$ cat config.mk
export PLATFORM = sky130hd
export DESIGN_NAME = blkbuf_top
export DESIGN_NICKNAME = d
export VERILOG_FILES = /design/src/rtl/blkbuf_pkg.sv /design/src/rtl/blkbuf_store.sv /design/src/rtl/blkbuf_occ.sv /design/src/rtl/blkbuf_reader.sv /design/src/rtl/blkbuf_reqline.sv /design/src/rtl/blkbuf_top.sv
export SDC_FILE = /design/constraint.sdc
export NUM_CORES = 1
export LEC_CHECK = 0
export BUFFER_PORTS_ARGS = -buffer_cell sky130_fd_sc_hd__buf_2
export CAP_MARGIN = 10
export CORE_MARGIN = 3
export CORE_UTILIZATION = 56
export DETAILED_ROUTE_END_ITERATION = 10
export GPL_TIMING_DRIVEN = 0
export PLACE_DENSITY_LB_ADDON = 0.1
export SLEW_MARGIN = 5
export SYNTH_ARGS = -nofsm -noshare
export SYNTH_HDL_FRONTEND = slang
export SYNTH_HIERARCHICAL = 1
export SYNTH_SLANG_ARGS = --single-unit
export TNS_END_PERCENT = 10
$ cat constraint.sdc
create_clock -name clk -period 3.55 [get_ports clk]
set_input_delay 0.1775 -clock clk [delete_from_list [all_inputs] [get_ports clk]]
set_output_delay 0.1775 -clock clk [all_outputs]
set_load 0.01 [all_outputs]
$ cat src/rtl/blkbuf_pkg.sv
package blkbuf_pkg;

    localparam int WORD_W    = 32;
    localparam int FILL_STEP = 8;

    typedef struct packed {
        logic [15:0] data;
        logic [2:0]  err;
        logic        insync;
        logic        tone;
        logic [2:0]  otype;
        logic        odet;
    } blk_t;

    // coarse occupancy code, saturating at 3
    function automatic logic [1:0] fill_code(input int unsigned vis);
        int unsigned step;
        step = vis / FILL_STEP;
        return (step >= 3) ? 2'd3 : 2'(step);
    endfunction

    // output word for the head block given the readable count
    function automatic logic [WORD_W-1:0] build_word(input blk_t e, input int unsigned vis);
        logic more;
        if (vis == 0) return '0;
        more = (vis >= 2);
        return {e.data, e.err, e.insync, e.tone, fill_code(vis), more,
                e.otype, e.odet, 4'b1010};
    endfunction

endpackage

$ cat src/rtl/blkbuf_store.sv
module blkbuf_store
    import blkbuf_pkg::*;
#(
    parameter int DEPTH = 24,
    parameter int AW    = $clog2(DEPTH)
) (
    input  logic          clk,
    input  logic          rst_n,
    input  logic          wr_en,
    input  logic [AW-1:0] wr_addr,
    input  blk_t          wr_blk,
    input  logic [AW-1:0] rd_addr,
    output blk_t          rd_blk
);

    blk_t cells [DEPTH];

    generate
        for (genvar i = 0; i < DEPTH; i++) begin : g_cell
            blk_t cell_d, cell_q;
            always_comb begin
                cell_d = cell_q;
                if (wr_en && (wr_addr == AW'(i))) cell_d = wr_blk;
            end
            always_ff @(posedge clk) begin
                cell_q <= cell_d;
            end
            assign cells[i] = cell_q;
        end
    endgenerate

    assign rd_blk = cells[rd_addr];


    wr_addr_range_chk: assert property (@(posedge clk) disable iff (!rst_n)
        wr_en |-> (wr_addr < AW'(DEPTH)));


    rd_addr_range_chk: assert property (@(posedge clk) disable iff (!rst_n)
        rd_addr < AW'(DEPTH));

endmodule

$ cat src/rtl/blkbuf_occ.sv
module blkbuf_occ #(
    parameter int DEPTH = 24,
    parameter int AW    = $clog2(DEPTH),
    parameter int CW    = $clog2(DEPTH + 1)
) (
    input  logic          clk,
    input  logic          rst_n,
    input  logic          blk_valid,
    input  logic          blk_insync,
    input  logic          keep_unsync,
    input  logic          sync_rst,
    input  logic          sync_now,
    input  logic          pop,
    output logic          wr_en,
    output logic [AW-1:0] wr_addr,
    output logic [AW-1:0] rd_addr,
    output logic [CW-1:0] vis_cnt,
    output logic          head_drop
);

    typedef struct packed {
        logic [AW-1:0] head;
        logic [AW-1:0] tail;
        logic [CW-1:0] total;
        logic [CW-1:0] pend;
        logic          capture;
    } occ_t;

    occ_t occ_d, occ_q;
    logic store;

    function automatic logic [AW-1:0] wrap_inc(input logic [AW-1:0] a);
        return (a == AW'(DEPTH - 1)) ? '0 : a + 1'b1;
    endfunction

    always_comb begin
        occ_d     = occ_q;
        head_drop = 1'b0;
        wr_en     = 1'b0;
        store     = blk_valid && (occ_q.capture || blk_insync || keep_unsync);
        if (sync_rst) begin
            occ_d.head    = '0;
            occ_d.tail    = '0;
            occ_d.total   = '0;
            occ_d.pend    = '0;
            occ_d.capture = 1'b1;
        end else begin
            if (pop) begin
                occ_d.head  = wrap_inc(occ_d.head);
                occ_d.total = occ_d.total - 1'b1;
            end
            if (store) begin
                wr_en = 1'b1;
                if (occ_d.total == CW'(DEPTH)) begin
                    if (occ_d.total != occ_d.pend) head_drop = 1'b1;
                    else occ_d.pend = occ_d.pend - 1'b1;
                    occ_d.head  = wrap_inc(occ_d.head);
                    occ_d.total = occ_d.total - 1'b1;
                end
                occ_d.tail  = wrap_inc(occ_d.tail);
                occ_d.total = occ_d.total + 1'b1;
                if (occ_q.capture) occ_d.pend = occ_d.pend + 1'b1;
            end
            if (occ_q.capture && sync_now) begin
                occ_d.capture = 1'b0;
                occ_d.pend    = '0;
            end
        end
    end

    always_ff @(posedge clk or negedge rst_n) begin
        if (!rst_n) occ_q <= '0;
        else        occ_q <= occ_d;
    end

    assign wr_addr = occ_q.tail;
    assign rd_addr = occ_q.head;
    assign vis_cnt = occ_q.total - occ_q.pend;


    flush_empties_chk: assert property (@(posedge clk) disable iff (!rst_n)
        sync_rst |=> (vis_cnt == '0));


    unsync_ignored_chk: assert property (@(posedge clk) disable iff (!rst_n)
        (blk_valid && !blk_insync && !keep_unsync && !occ_q.capture && !sync_rst && !pop)
        |=> $stable(vis_cnt));


    full_hold_chk: assert property (@(posedge clk) disable iff (!rst_n)
        (blk_valid && blk_insync && !sync_rst && !pop && !occ_q.capture &&
         vis_cnt == CW'(DEPTH)) |=> (vis_cnt == CW'(DEPTH)));

endmodule

$ cat src/rtl/blkbuf_reader.sv
module blkbuf_reader
    import blkbuf_pkg::*;
#(
    parameter int CW = 5
) (
    input  logic              clk,
    input  logic              rst_n,
    input  logic              rd_cs,
    input  logic              rd_shift,
    input  logic              flush,
    input  logic              head_drop,
    input  blk_t              head_blk,
    input  logic [CW-1:0]     vis_cnt,
    output logic              pop,
    output logic [WORD_W-1:0] rd_word,
    output logic              rd_bit
);

    localparam int BW = $clog2(WORD_W);
    localparam logic [BW-1:0] LAST_BIT = BW'(WORD_W - 1);

    typedef struct packed {
        logic [BW-1:0]     bitn;
        logic [WORD_W-1:0] snap;
        logic              snapv;
        logic              lost;
        logic              cs_prev;
    } rd_t;

    rd_t rd_d, rd_q;
    logic [WORD_W-1:0] live;
    logic fall, go, last;

    always_comb begin
        live = build_word(head_blk, 32'(vis_cnt));
        fall = rd_q.cs_prev && !rd_cs;
        go   = rd_cs && rd_shift;
        last = (rd_q.bitn == LAST_BIT);
        pop  = !flush && rd_q.snapv && !rd_q.lost && last && (go || fall);

        rd_d         = rd_q;
        rd_d.cs_prev = rd_cs;
        if (flush) begin
            rd_d.bitn  = '0;
            rd_d.snapv = 1'b0;
            rd_d.lost  = 1'b0;
        end else begin
            if (go) begin
                if (rd_q.bitn == '0) begin
                    rd_d.snap  = live;
                    rd_d.snapv = (vis_cnt != '0);
                    rd_d.lost  = 1'b0;
                end
                rd_d.bitn = last ? '0 : rd_q.bitn + 1'b1;
            end else if (fall) begin
                rd_d.bitn = '0;
            end
            if (head_drop) rd_d.lost = 1'b1;
        end
    end

    always_ff @(posedge clk or negedge rst_n) begin
        if (!rst_n) rd_q <= '0;
        else        rd_q <= rd_d;
    end

    assign rd_word = (rd_q.bitn == '0) ? live : rd_q.snap;
    assign rd_bit  = rd_word[LAST_BIT - rd_q.bitn];


    pattern_chk: assert property (@(posedge clk) disable iff (!rst_n)
        (rd_word != '0) |-> (rd_word[3:0] == 4'b1010));


    pop_needs_data_chk: assert property (@(posedge clk) disable iff (!rst_n)
        pop |-> (vis_cnt != '0));


    word_frozen_chk: assert property (@(posedge clk) disable iff (!rst_n)
        (rd_cs && !rd_shift && rd_q.bitn != '0 && !flush) |=> $stable(rd_word));

endmodule

$ cat src/rtl/blkbuf_reqline.sv
module blkbuf_reqline #(
    parameter int HOLD_CYC = 13250,
    parameter int CW       = 5
) (
    input  logic          clk,
    input  logic          rst_n,
    input  logic          rd_cs,
    input  logic [CW-1:0] vis_cnt,
    output logic          req_n
);

    localparam int HW = $clog2(HOLD_CYC + 1);

    typedef struct packed {
        logic [HW-1:0] hold;
        logic          cs_prev;
        logic          req_n;
    } rq_t;

    rq_t rq_d, rq_q;

    always_comb begin
        rq_d         = rq_q;
        rq_d.cs_prev = rd_cs;
        if (rq_q.cs_prev && !rd_cs)  rq_d.hold = HW'(HOLD_CYC);
        else if (rq_q.hold != '0)    rq_d.hold = rq_q.hold - 1'b1;
        rq_d.req_n = !((vis_cnt != '0) && (rq_d.hold == '0) && !rd_cs);
    end

    always_ff @(posedge clk or negedge rst_n) begin
        if (!rst_n) rq_q <= '{hold: '0, cs_prev: 1'b0, req_n: 1'b1};
        else        rq_q <= rq_d;
    end

    assign req_n = rq_q.req_n;


    holdoff_chk: assert property (@(posedge clk) disable iff (!rst_n)
        $fell(rd_cs) |=> req_n);


    busy_high_chk: assert property (@(posedge clk) disable iff (!rst_n)
        rd_cs |=> req_n);


    req_needs_data_chk: assert property (@(posedge clk) disable iff (!rst_n)
        !req_n |-> ($past(vis_cnt) != '0));

endmodule

$ cat src/rtl/blkbuf_top.sv
module blkbuf_top
    import blkbuf_pkg::*;
#(
    parameter int DEPTH    = 24,
    parameter int HOLD_CYC = 13250
) (
    input  logic        clk,
    input  logic        rst_n,
    input  logic        blk_valid,
    input  logic [15:0] blk_data,
    input  logic [2:0]  blk_err,
    input  logic        blk_insync,
    input  logic        blk_tone,
    input  logic [2:0]  blk_otype,
    input  logic        blk_odet,
    input  logic        keep_unsync,
    input  logic        sync_rst,
    input  logic        sync_now,
    input  logic        rd_cs,
    input  logic        rd_shift,
    output logic [31:0] rd_word,
    output logic        rd_bit,
    output logic        req_n
);

    localparam int AW = $clog2(DEPTH);
    localparam int CW = $clog2(DEPTH + 1);

    blk_t          in_blk, head_blk;
    logic          wr_en, pop, head_drop;
    logic [AW-1:0] wr_addr, rd_addr;
    logic [CW-1:0] vis_cnt;

    assign in_blk = '{data: blk_data, err: blk_err, insync: blk_insync,
                      tone: blk_tone, otype: blk_otype, odet: blk_odet};

    blkbuf_occ #(.DEPTH(DEPTH), .AW(AW), .CW(CW)) occ_i (
        .clk(clk), .rst_n(rst_n), .blk_valid(blk_valid), .blk_insync(blk_insync),
        .keep_unsync(keep_unsync), .sync_rst(sync_rst), .sync_now(sync_now),
        .pop(pop), .wr_en(wr_en), .wr_addr(wr_addr), .rd_addr(rd_addr),
        .vis_cnt(vis_cnt), .head_drop(head_drop)
    );

    blkbuf_store #(.DEPTH(DEPTH), .AW(AW)) store_i (
        .clk(clk), .rst_n(rst_n), .wr_en(wr_en), .wr_addr(wr_addr),
        .wr_blk(in_blk), .rd_addr(rd_addr), .rd_blk(head_blk)
    );

    blkbuf_reader #(.CW(CW)) reader_i (
        .clk(clk), .rst_n(rst_n), .rd_cs(rd_cs), .rd_shift(rd_shift),
        .flush(sync_rst), .head_drop(head_drop), .head_blk(head_blk),
        .vis_cnt(vis_cnt), .pop(pop), .rd_word(rd_word), .rd_bit(rd_bit)
    );

    blkbuf_reqline #(.HOLD_CYC(HOLD_CYC), .CW(CW)) reqline_i (
        .clk(clk), .rst_n(rst_n), .rd_cs(rd_cs), .vis_cnt(vis_cnt), .req_n(req_n)
    );

endmodule

* Yosys cells after proc, flatten, opt, wreduce, memory -nomap -nowiden
Index checks and enable logic that the tools add are counted.
** Cells by class
- $add $sub $neg :: 12
- $mul :: 0
- Div/mod/pow operators :: 0
- Order comparisons :: 4
- Eq/ne operators :: 28
- Shifts and indexed selects :: 0
- Multiplexer cells :: 42
- Bitwise gates (word level) :: 2
- Reductions and logical operators :: 58
** Operator list (count)
- $bmux W25 S5 :: 1
- $mux W32 :: 3
- $mux W5 :: 14
- $eq A5 B5 Y1 const B :: 12
- $mux W25 :: 2
- $eq A5 B4 Y1 const B :: 8
- $logic_and A1 B1 Y1 :: 34
- $add A5 B1 Y5 const B :: 6
- $mux W10 :: 3
- $mux W14 :: 2
- $mux W21 :: 1
- $eq A5 B3 Y1 const B :: 4
- $mux W20 :: 1
- $logic_not A5 Y1 :: 3
- $sub A5 B1 Y5 const B :: 3
- $logic_not A14 Y1 :: 1
- $reduce_bool A14 Y1 :: 1
- $sub A14 B1 Y14 const B :: 1
- $reduce_bool A3 Y1 :: 4
- $eq A5 B2 Y1 const B :: 2
- $mux W1 :: 9
- $mux W2 :: 4
- $reduce_bool A2 Y1 :: 4
- $ge A6 B6 Y1 const B :: 1
- 16 further kinds :: 22
** Word-level totals
- Register bits :: 676
- Latch bits :: 0
- Bits in writable memories :: 0
- Memory bits (read-only) :: 0
- Memories :: 0

* Depth between registers and ports, before layout
Gate-level depths: netlist of the first run.
- Word-level depth :: 17
- Mapped depth :: 19
- Gate-level depth less buffers :: 16

* By module
The synthesis of the first run kept the hierarchy.
** Modules (own cells, without submodules)
- blkbuf_store :: times used 1, cells an instance 1205, area an instance 23348.6 um^2, sequential area each 18017.3 um^2
- blkbuf_reader :: times used 1, cells an instance 300, area an instance 2389.8 um^2, sequential area each 925.9 um^2
- blkbuf_occ :: times used 1, cells an instance 206, area an instance 1760.4 um^2, sequential area each 525.5 um^2
- blkbuf_reqline :: times used 1, cells an instance 105, area an instance 1013.5 um^2, sequential area each 401.6 um^2

* Least setup slack after synthesis of the first run
OpenSTA, ideal clock, no wires.
- Kind :: reg2reg
- Start :: register reader_i/rd_q[37] (netlist bit)
- End :: register occ_i/occ_q[5] (netlist bit)
- Library setup time :: 0.077 ns
- Arrival time :: 3.693 ns
- Setup slack :: -0.220 ns
- Stages on the path, launching flop included :: 19
- Buffers on the path :: 4
- Clock period less this slack :: 3.770 ns
- Cell sequence :: dfrtp_1 clkbuf_1 and3_1 ha_1 nand2_1 nor4_1 buf_2 xor2_1 inv_1 ha_1 and4b_1 buf_4 and3_1 buf_6 a21oi_1 ha_1 nand4_1 or3_1 a21oi_1
** On the way
- Word-level cells in the longest chain between the ends :: 15
- Elaborated cells between the ends (all ways) :: 16
- Those cells by class :: add/sub (1); eq/ne (3); mux (10); reduce/logical (2)
** Ends and longest elaborated chain
- start, declared :: line blkbuf_reader.sv:30 : rd_t rd_d, rd_q;
- start signal, assigned :: line blkbuf_reader.sv:64 : else rd_q <= rd_d;
- $eq A5 B5 Y1 (*) :: line blkbuf_reader.sv:38 : last = (rd_q.bitn == LAST_BIT);
- $logic_and A1 B1 Y1 (*) (2 in a row) :: line blkbuf_reader.sv:39 : pop = !flush && rd_q.snapv && !rd_q.lost && last && (go || fall);
- named net pop :: line blkbuf_top.sv:30 : logic wr_en, pop, head_drop;
- $mux W5 (*) :: line blkbuf_occ.sv:48 : if (pop) begin
- $mux W5 (*) :: line blkbuf_occ.sv:41 : if (sync_rst) begin
- $ne A5 B5 Y1 :: line blkbuf_occ.sv:55 : if (occ_d.total != occ_d.pend) head_drop = 1'b1;
- $mux W5 :: line blkbuf_occ.sv:55
- $mux W10 (*) :: line blkbuf_occ.sv:54 : if (occ_d.total == CW'(DEPTH)) begin
- $mux W10 (*) :: line blkbuf_occ.sv:52 : if (store) begin
- $mux W10 (*) :: line blkbuf_occ.sv:41
- $add A5 B1 Y5 :: line blkbuf_occ.sv:62 : if (occ_q.capture) occ_d.pend = occ_d.pend + 1'b1;
- $mux W5 (*) :: line blkbuf_occ.sv:62
- $mux W20 (*) :: line blkbuf_occ.sv:52
- $mux W6 (*) :: line blkbuf_occ.sv:64 : if (occ_q.capture && sync_now) begin
- $mux W21 (*) :: line blkbuf_occ.sv:41
- end signal, assigned :: line blkbuf_occ.sv:72 : if (!rst_n) occ_q <= '0;
- end signal, assigned :: line blkbuf_occ.sv:73 : else occ_q <= occ_d;
- end, declared :: line blkbuf_occ.sv:29 : occ_t occ_d, occ_q;
Mark *: on every way through the listed nets, which the timed path passes. The rest lies on a longest branch. The select of a mux whose other input is x is not followed.
A chain may end at the register's enable or synchronous reset.

==> results.yml, run 1 <==
min_path:
  hold_path_class: "input pin to register"
  min_to: "store_i/cells[312]"
  holdCritStartpoint: "blk_data[3]"
  min_path_cells: 1
sta:
  worst_pin_slew_ns: 0.935
  report.final.slew_viol_count: 0
  slew_headroom_pct: 37.4
  clock.fmax_mhz: 249
  fin_ws_ns: -0.469
  fin_crit_ns: 4.02
  rsz0062_at_grt: "yes"
  period_share_pct: 113
  finClkSkew_ns: 0.0216
  setup_viol: 18
  hold_viol: 0
clock_network:
  root_buffer: "clkbuf_16"
  cts_max_level: 3
  cts_sinks: 674
  cts_buffers: 71
  cts_tree: "built"
  insertion_delay_ns: 0.61
  clk_pin_slew_ns: 0.06
  clock_path_buffers: 3
synth:
  synth_top_family_by_area: "multiplexers"
  synth-edff-count: 600
  synth-compound-area-share_pct: 7.15
  ys_top_cells_by_area: "edfxtp_1, mux2i_1, dfrtp_1"
  syn_area_per_cell_sq_um: 15.7
  synth_flop_cell: "edfxtp_1"
  synth_top_area_share_pct: 63.2
  syn-cell-area_sq_um: 28500
  synthArstFlopShare_pct: 11.0
  synth.largest_area_cell: "edfxtp_1"
  synth_cell_type_count: 85
  yosysWarnings: 6
  synthAdderAreaFrac_pct: 0.728
  postSynthRegisterBits: 674
  synth-simple-area-share_pct: 6.93
  yosysSeqAreaShare_pct: 69.7
  synthMuxAreaShare_pct: 11.8
  netlist_instances: 1816
  synth-xor-area-share_pct: 0.676
worst_setup_path:
  reg2reg_from: "reader_i/rd_q[35]"
  rr_endpoint: "occ_i/occ_q[5]"
  r2r_slack_ns: -0.34
  r2r_cells: 18
  worstSetupPathType: "register to output pin"
  cp-end-kind: "output pin"
  critPathMaxFanout: 10
  cp.required_ns: 3.37
  arrival_ns: 3.84
  critPathLaunchType: "register"
pwr:
  p_total_mw: 17.3
  clkPwrFrac_pct: 41.3
  p_switching_mw: 3.84
  p_int_mw: 13.4
  power.leakage_nw: 11.0
  p_comb_share_pct: 7.0
  irDropWorstVdd_mv: 0.481
  power_density_nw_per_um2: 515
  power_frac_seq_pct: 51.7
  swShare_pct: 22.2
global_route:
  grt_max_degree: 66
  grt_pass1_wl_mm: 107
  grt_pass1_vias: 16800
  grt_use_total_pct: 27.0
  antenna_found_initial: 0
  grt_overflow: 0
route:
  ant_nets: 0
  vias: 17100
  routed_wl_mm: 71.7
  detail_route.wl_per_cell_um: 26.1
  route.detailed.drc: 0
  dr.pass1.iters: 6
  vias_per_cell: 6.25
  dr.first_iter.drc_count: 1854
floorplan:
  rows: 82
  coreArea_sq_um: 50300
  ios: 67
  start_util_pct: 56.7
  dieArea_sq_um: 53700
  die_w_um: 232
  die_height_um: 232
final_layout:
  syn2layout_area_growth_pct: 17.6
  ff_latch_area_sq_um: 19900
  fillers: 3448
  multiInputGateArea_sq_um: 8340
  antenna_cells: 0
  final_core_util_pct: 66.7
  nNetsFinal: 2071
  drive_gt1_share_pct: 23.9
outcome:
  violations: "setup timing"
  status: "finished, violations left"
run:
  maxCapViolations: 0
placed_design:
  dpl.hpwl_mm: 47.8
  place_congestion: 0.893
  io_buffers: 64
-- how the worst max path moves through the flow --
stage | startpoint | slack (ns) | endpoint | cells after the start
final | occ_i/rd_addr[0] | -0.47 | rd_bit | 11
after global routing | reader_i/rd_q[35] | -0.55 | occ_i/occ_q[5] | 18
after CTS | occ_i/rd_addr[0] | -0.48 | rd_bit | 14
after detailed placement | reader_i/rd_q[37] | -1.01 | occ_i/occ_q[5] | 18
after global placement | blk_insync | -2.22 | store_i/cells[592] | 7
after floorplan | reader_i/rd_q[37] | -0.12 | occ_i/occ_q[5] | 18
-- kinds of logic after synthesis --
group | Yosys count
flops | 674
simple gates | 396
compound gates | 295
mux | 271
buf+inv | 141
xor+xnor | 22
fa+ha+maj | 16
other cells | 1
-- synth_stat cells (15+ instances only) --
master / n
edfxtp_1: 600
mux2i_1: 208
nand2_1: 133
a22oi_1: 75
nand3_1: 75
dfrtp_1: 73
nor2_1: 62
mux4_2: 50
clkbuf_1: 46
a21oi_1: 44
o21ai_0: 38
o211ai_1: 33
o21ai_1: 28
nand2b_1: 27
buf_4: 23
inv_1: 23
buf_6: 21
nor3_1: 21
ha_1: 15
-- critical path, stage by stage (launching register included) --
cell and delay (ns):
dfrtp_1 0.39, buf_8 0.15, buf_12 0.14, buf_8 0.18, mux4_2 0.55, o211ai_1 0.56, nand3_2 0.22, mux2_2 0.30
nand4_1 0.09, nand3_1 0.09, o311a_1 0.39, buf_2 0.15
-- registers in the layout (all words and copies together), names as in the netlist --
signal,count
store_i/cells,600
reader_i/rd_q,37
reqline_i/rq_q,15
occ_i/occ_q,11
occ_i/rd_addr,5
occ_i/wr_addr,5
reqline_i/req_n,1
-- power groups by stage --
stage	clock, mW	combinational, mW	sequential [mW]
finish	7.14	1.21	8.93
floorplan	0	0.605	9.05
CTS	7.27	1.15	8.92
global placement	0	0.996	9.09
global route	7.57	1.31	8.95
detailed placement	0	1.03	9.09
-- through the flow --
stage	setup TNS [ns]	cell area, sq um	cells	worst slack, ns	hold WS, ns
2_1_floorplan	-2.38	28500	1817	-0.121	-0.118
3_3_place_gp	-740.39	29700	2553	-2.22	0.442
3_5_place_dp	-6.63	30400	2580	-1.01	0.0303
4_1_cts	-2.48	33300	2738	-0.482	0.00683
5_1_grt	-4.27	33500	2746	-0.554	0.0297
6_report	-2.18	33500	2746	-0.469	0.0355
-- per-layer routing --
| metal | global-route usage (%) | vias to the layer above | wire length [um] |
|---|---|---|---|
| met2 | 42.7 | 710 | 34100 |
| met4 | 7.03 | 0 | 1870 |
| met5 | 0 | - | 0 |
| met1 | 39.9 | 8777 | 30500 |
| li1 | - | 7535 | - |
| met3 | 4.28 | 127 | 5270 |
-- cell type report --
cell class,instances,share of cell area [%]
buffer,113,2.81
sequential,674,59.3
clock buffer,89,5.69
multi-input combinational,1002,24.9
timing repair buffer,137,3.66
tap,672,2.51
inverter,23,0.257
clock inverter,36,0.951
-- placed cells by master (no fill, tap or decap), drive strengths merged, types with 9 or more instances in the layout --
cell type,netlist,layout
a22oi,75,75
a21oi,44,44
o21ai,66,66
xnor2,11,11
nor3,21,21
o211ai,33,33
mux2,13,13
edfxtp,600,600
nand2b,27,27
mux2i,208,208
or3,10,10
mux4,50,50
nand3,75,75
a221oi,13,13
nand2,133,133
clkinv,0,27
nand4,10,10
dfrtp,73,73
inv,23,26
a211oi,9,9
nor2,64,64
ha,15,15
xor2,11,11
clkbuf,47,131
nor2b,12,12
buf,71,201
-- timing repair --
action / 4_1_cts / 5_1_grt
hold buffers: 7 / 0
buffers inserted: 31 / 8
gates resized for setup: 150 / 40
hold endpoints to repair: 84 / 0
pin swaps: 20 / 12
endpoints found under the setup margin: 43 / 31
(Power assumes the default switching activity.)
==> run 2, diff against run 1 <==
--- a/config.mk
+++ b/config.mk
@@ -8,7 +8,7 @@
 export BUFFER_PORTS_ARGS = -buffer_cell sky130_fd_sc_hd__buf_2
 export CAP_MARGIN = 10
 export CORE_MARGIN = 3
-export CORE_UTILIZATION = 56
+export CORE_UTILIZATION = 39
 export DETAILED_ROUTE_END_ITERATION = 10
 export GPL_TIMING_DRIVEN = 0
 export PLACE_DENSITY_LB_ADDON = 0.1
==> constraint.sdc (replaced) <==
create_clock -name clk -period 3.55 [get_ports clk]
set_input_delay 0.71 -clock clk [delete_from_list [all_inputs] [get_ports clk]]
set_output_delay 0.71 -clock clk [all_outputs]
set_load 0.01 [all_outputs]
==> run 2 against run 1 <==
The flow still finishes with violations (setup timing). Worst hold slack gained 0.020 ns. First-iteration DRC count shrank 32%. Combinational power shrank 3%. Cell area grew 0.70%. Critical path depth grew 2. Clock skew shrank 0.0049 ns. Wire length grew 5.9%. Global-route usage shrank 7.3 points. Via count shrank 3.1%. Sequential power is essentially flat. Flip-flop and latch count is the same. Setup slack lost 0.67 ns.
==> results.yml, run 2 (synthesized netlist as in run 1, its figures left out) <==
final_layout:
  design_area_sq_um: 33800
  antenna_cells: 0
  stdcell_count: 3020
  final_common_cell: "edfxtp_1"
  mostFrequentLayoutCells: "edfxtp_1, mux2i_1, nand2_1, clkbuf_16, a22oi_1"
  final_core_util_pct: 46.9
  largest_register_ffs: 600
  syn2layout_area_growth_pct: 18.4
  drive_gt1_share_pct: 23.5
  fillers: 6183
  nNetsFinal: 2066
global_route:
  grt_pass1_wl_mm: 113
  antenna_found_initial: 1
  grt_overflow: 0
  grt_use_total_pct: 19.7
  grt_pass1_vias: 17000
  grt_max_degree: 45
clock_network:
  cts_buffers: 73
  root_buffer: "clkbuf_16"
  insertion_delay_ns: 0.61
  clock_path_buffers: 3
  cts_tree: "built"
  hold_buffers: 0
  cts_sinks: 674
  cts_max_level: 3
  clk_pin_slew_ns: 0.06
placed_design:
  place_area_sq_um: 30700
  io_buffers: 64
  place_congestion: 0.868
  dp_cells: 2861
  pre_cts_slack_ns: -1.20
  dpl.hpwl_mm: 50.9
route:
  vias_per_cell: 5.50
  dr.first_iter.drc_count: 1255
  routed_wl_mm: 76.0
  detail_route.wl_per_cell_um: 25.1
  ant_nets: 0
  dr.pass1.iters: 5
  route.detailed.drc: 0
  vias: 16600
worst_setup_path:
  path_cells: "buf_8, buf_12, buf_12, mux4_2, o211ai_1, nand3_2, mux2_4, o211ai_1, a211oi_1, o311a_1, nand3b_1, o311a_1, buf_2"
  cpMaxStageDelayCell: "o211ai_1"
  startpoint: "occ_i/rd_addr[0]"
  max_stage_delay_ns: 0.54
  critPathLaunchType: "register"
  cp-end-kind: "output pin"
  cp.required_ns: 2.84
  reg2reg_from: "reader_i/rd_q[35]"
  critPathMaxFanout: 5
  worstSetupPathType: "register to output pin"
  arrival_ns: 3.98
min_path:
  hold_path_class: "input pin to asynchronous set/reset pin"
sta:
  setup_viol: 32
  slew_headroom_pct: 40.4
  fin_setup_tns_ns: -15.41
  clock.fmax_mhz: 213
  worst_hold_slack_ns: 0.0551
  fin_ws_ns: -1.14
  rsz0062_at_grt: "yes"
  hold_viol: 0
  finClkSkew_ns: 0.0166
  fin_crit_ns: 4.69
  worst_pin_slew_ns: 0.894
  report.final.slew_viol_count: 0
  period_share_pct: 132
floorplan:
  start_util_pct: 39.6
  coreArea_sq_um: 72000
  die_height_um: 276
  dieArea_sq_um: 76400
  die_w_um: 276
  ios: 67
  rows: 98
pwr:
  power.leakage_nw: 10.9
  irDropWorstVdd_mv: 0.326
  p_total_mw: 17.2
  power_density_nw_per_um2: 510
run:
  maxCapViolations: 0
outcome:
  violations: "setup timing"
  status: "finished, violations left"
run 2: cell type report:
cell class / count / area [sq um] / share of cell area [%]
Buffer: 115 / 987 / 2.92
Clock buffer: 91 / 1940 / 5.74
Clock inverter: 37 / 268 / 0.793
Inverter: 23 / 91.3 / 0.270
Multi-Input combinational cell: 1002 / 8280 / 24.5
Sequential cell: 674 / 19900 / 58.9
Tap cell: 950 / 1190 / 3.52
Timing Repair Buffer: 128 / 1140 / 3.39
run 2: power breakdown:
| part | switching (mW) | total [mW] | internal [mW] | leakage [nW] |
|---|---|---|---|---|
| logic | 0.718 | 1.17 | 0.449 | 3.53 |
| registers | 0.138 | 8.94 | 8.80 | 6.33 |
| clock network | 3.08 | 7.11 | 4.02 | 1.07 |
run 2: worst max-delay path: cells and delay by family, from the launching register on:
kind,cells,cell delay (ns)
AO/OA/AOI/OAI,5,1.22
buffers and inverters,4,0.52
flip-flops,1,0.40
multiplexers,2,0.81
AND/OR/NAND/NOR,2,0.39
run 2: path summary, 6_finish.rpt:
path / depth (start not counted) / to / slack [ns]
max in group asynchronous: 2 / occ_i/occ_q[2] / 2.88
min in group clk: 1 / reader_i/rd_q[0] / 0.37
worst min register to register: 2 / reader_i/rd_q[20] / 0.50
worst max-delay path: 13 / rd_bit / -1.14
worst min-delay path: 1 / reqline_i/rq_q[5] / 0.06
worst max register to register: 17 / occ_i/occ_q[5] / -0.40
run 2: routing by layer:
metal	part of all wire, %	track usage (%)	up-vias
met2	48	32.6	388
met4	2.0	5.06	2
li1	-	-	7501
met5	0.016	0	-
met1	45	27.6	8638
met3	4.5	2.81	92
run 2: timing repair:
action / 4_1_cts / 5_1_grt
setup buffers: 29 / 5
pin swaps: 18 / 18
gates resized for setup: 148 / 56
setup endpoints to repair: 105 / 55
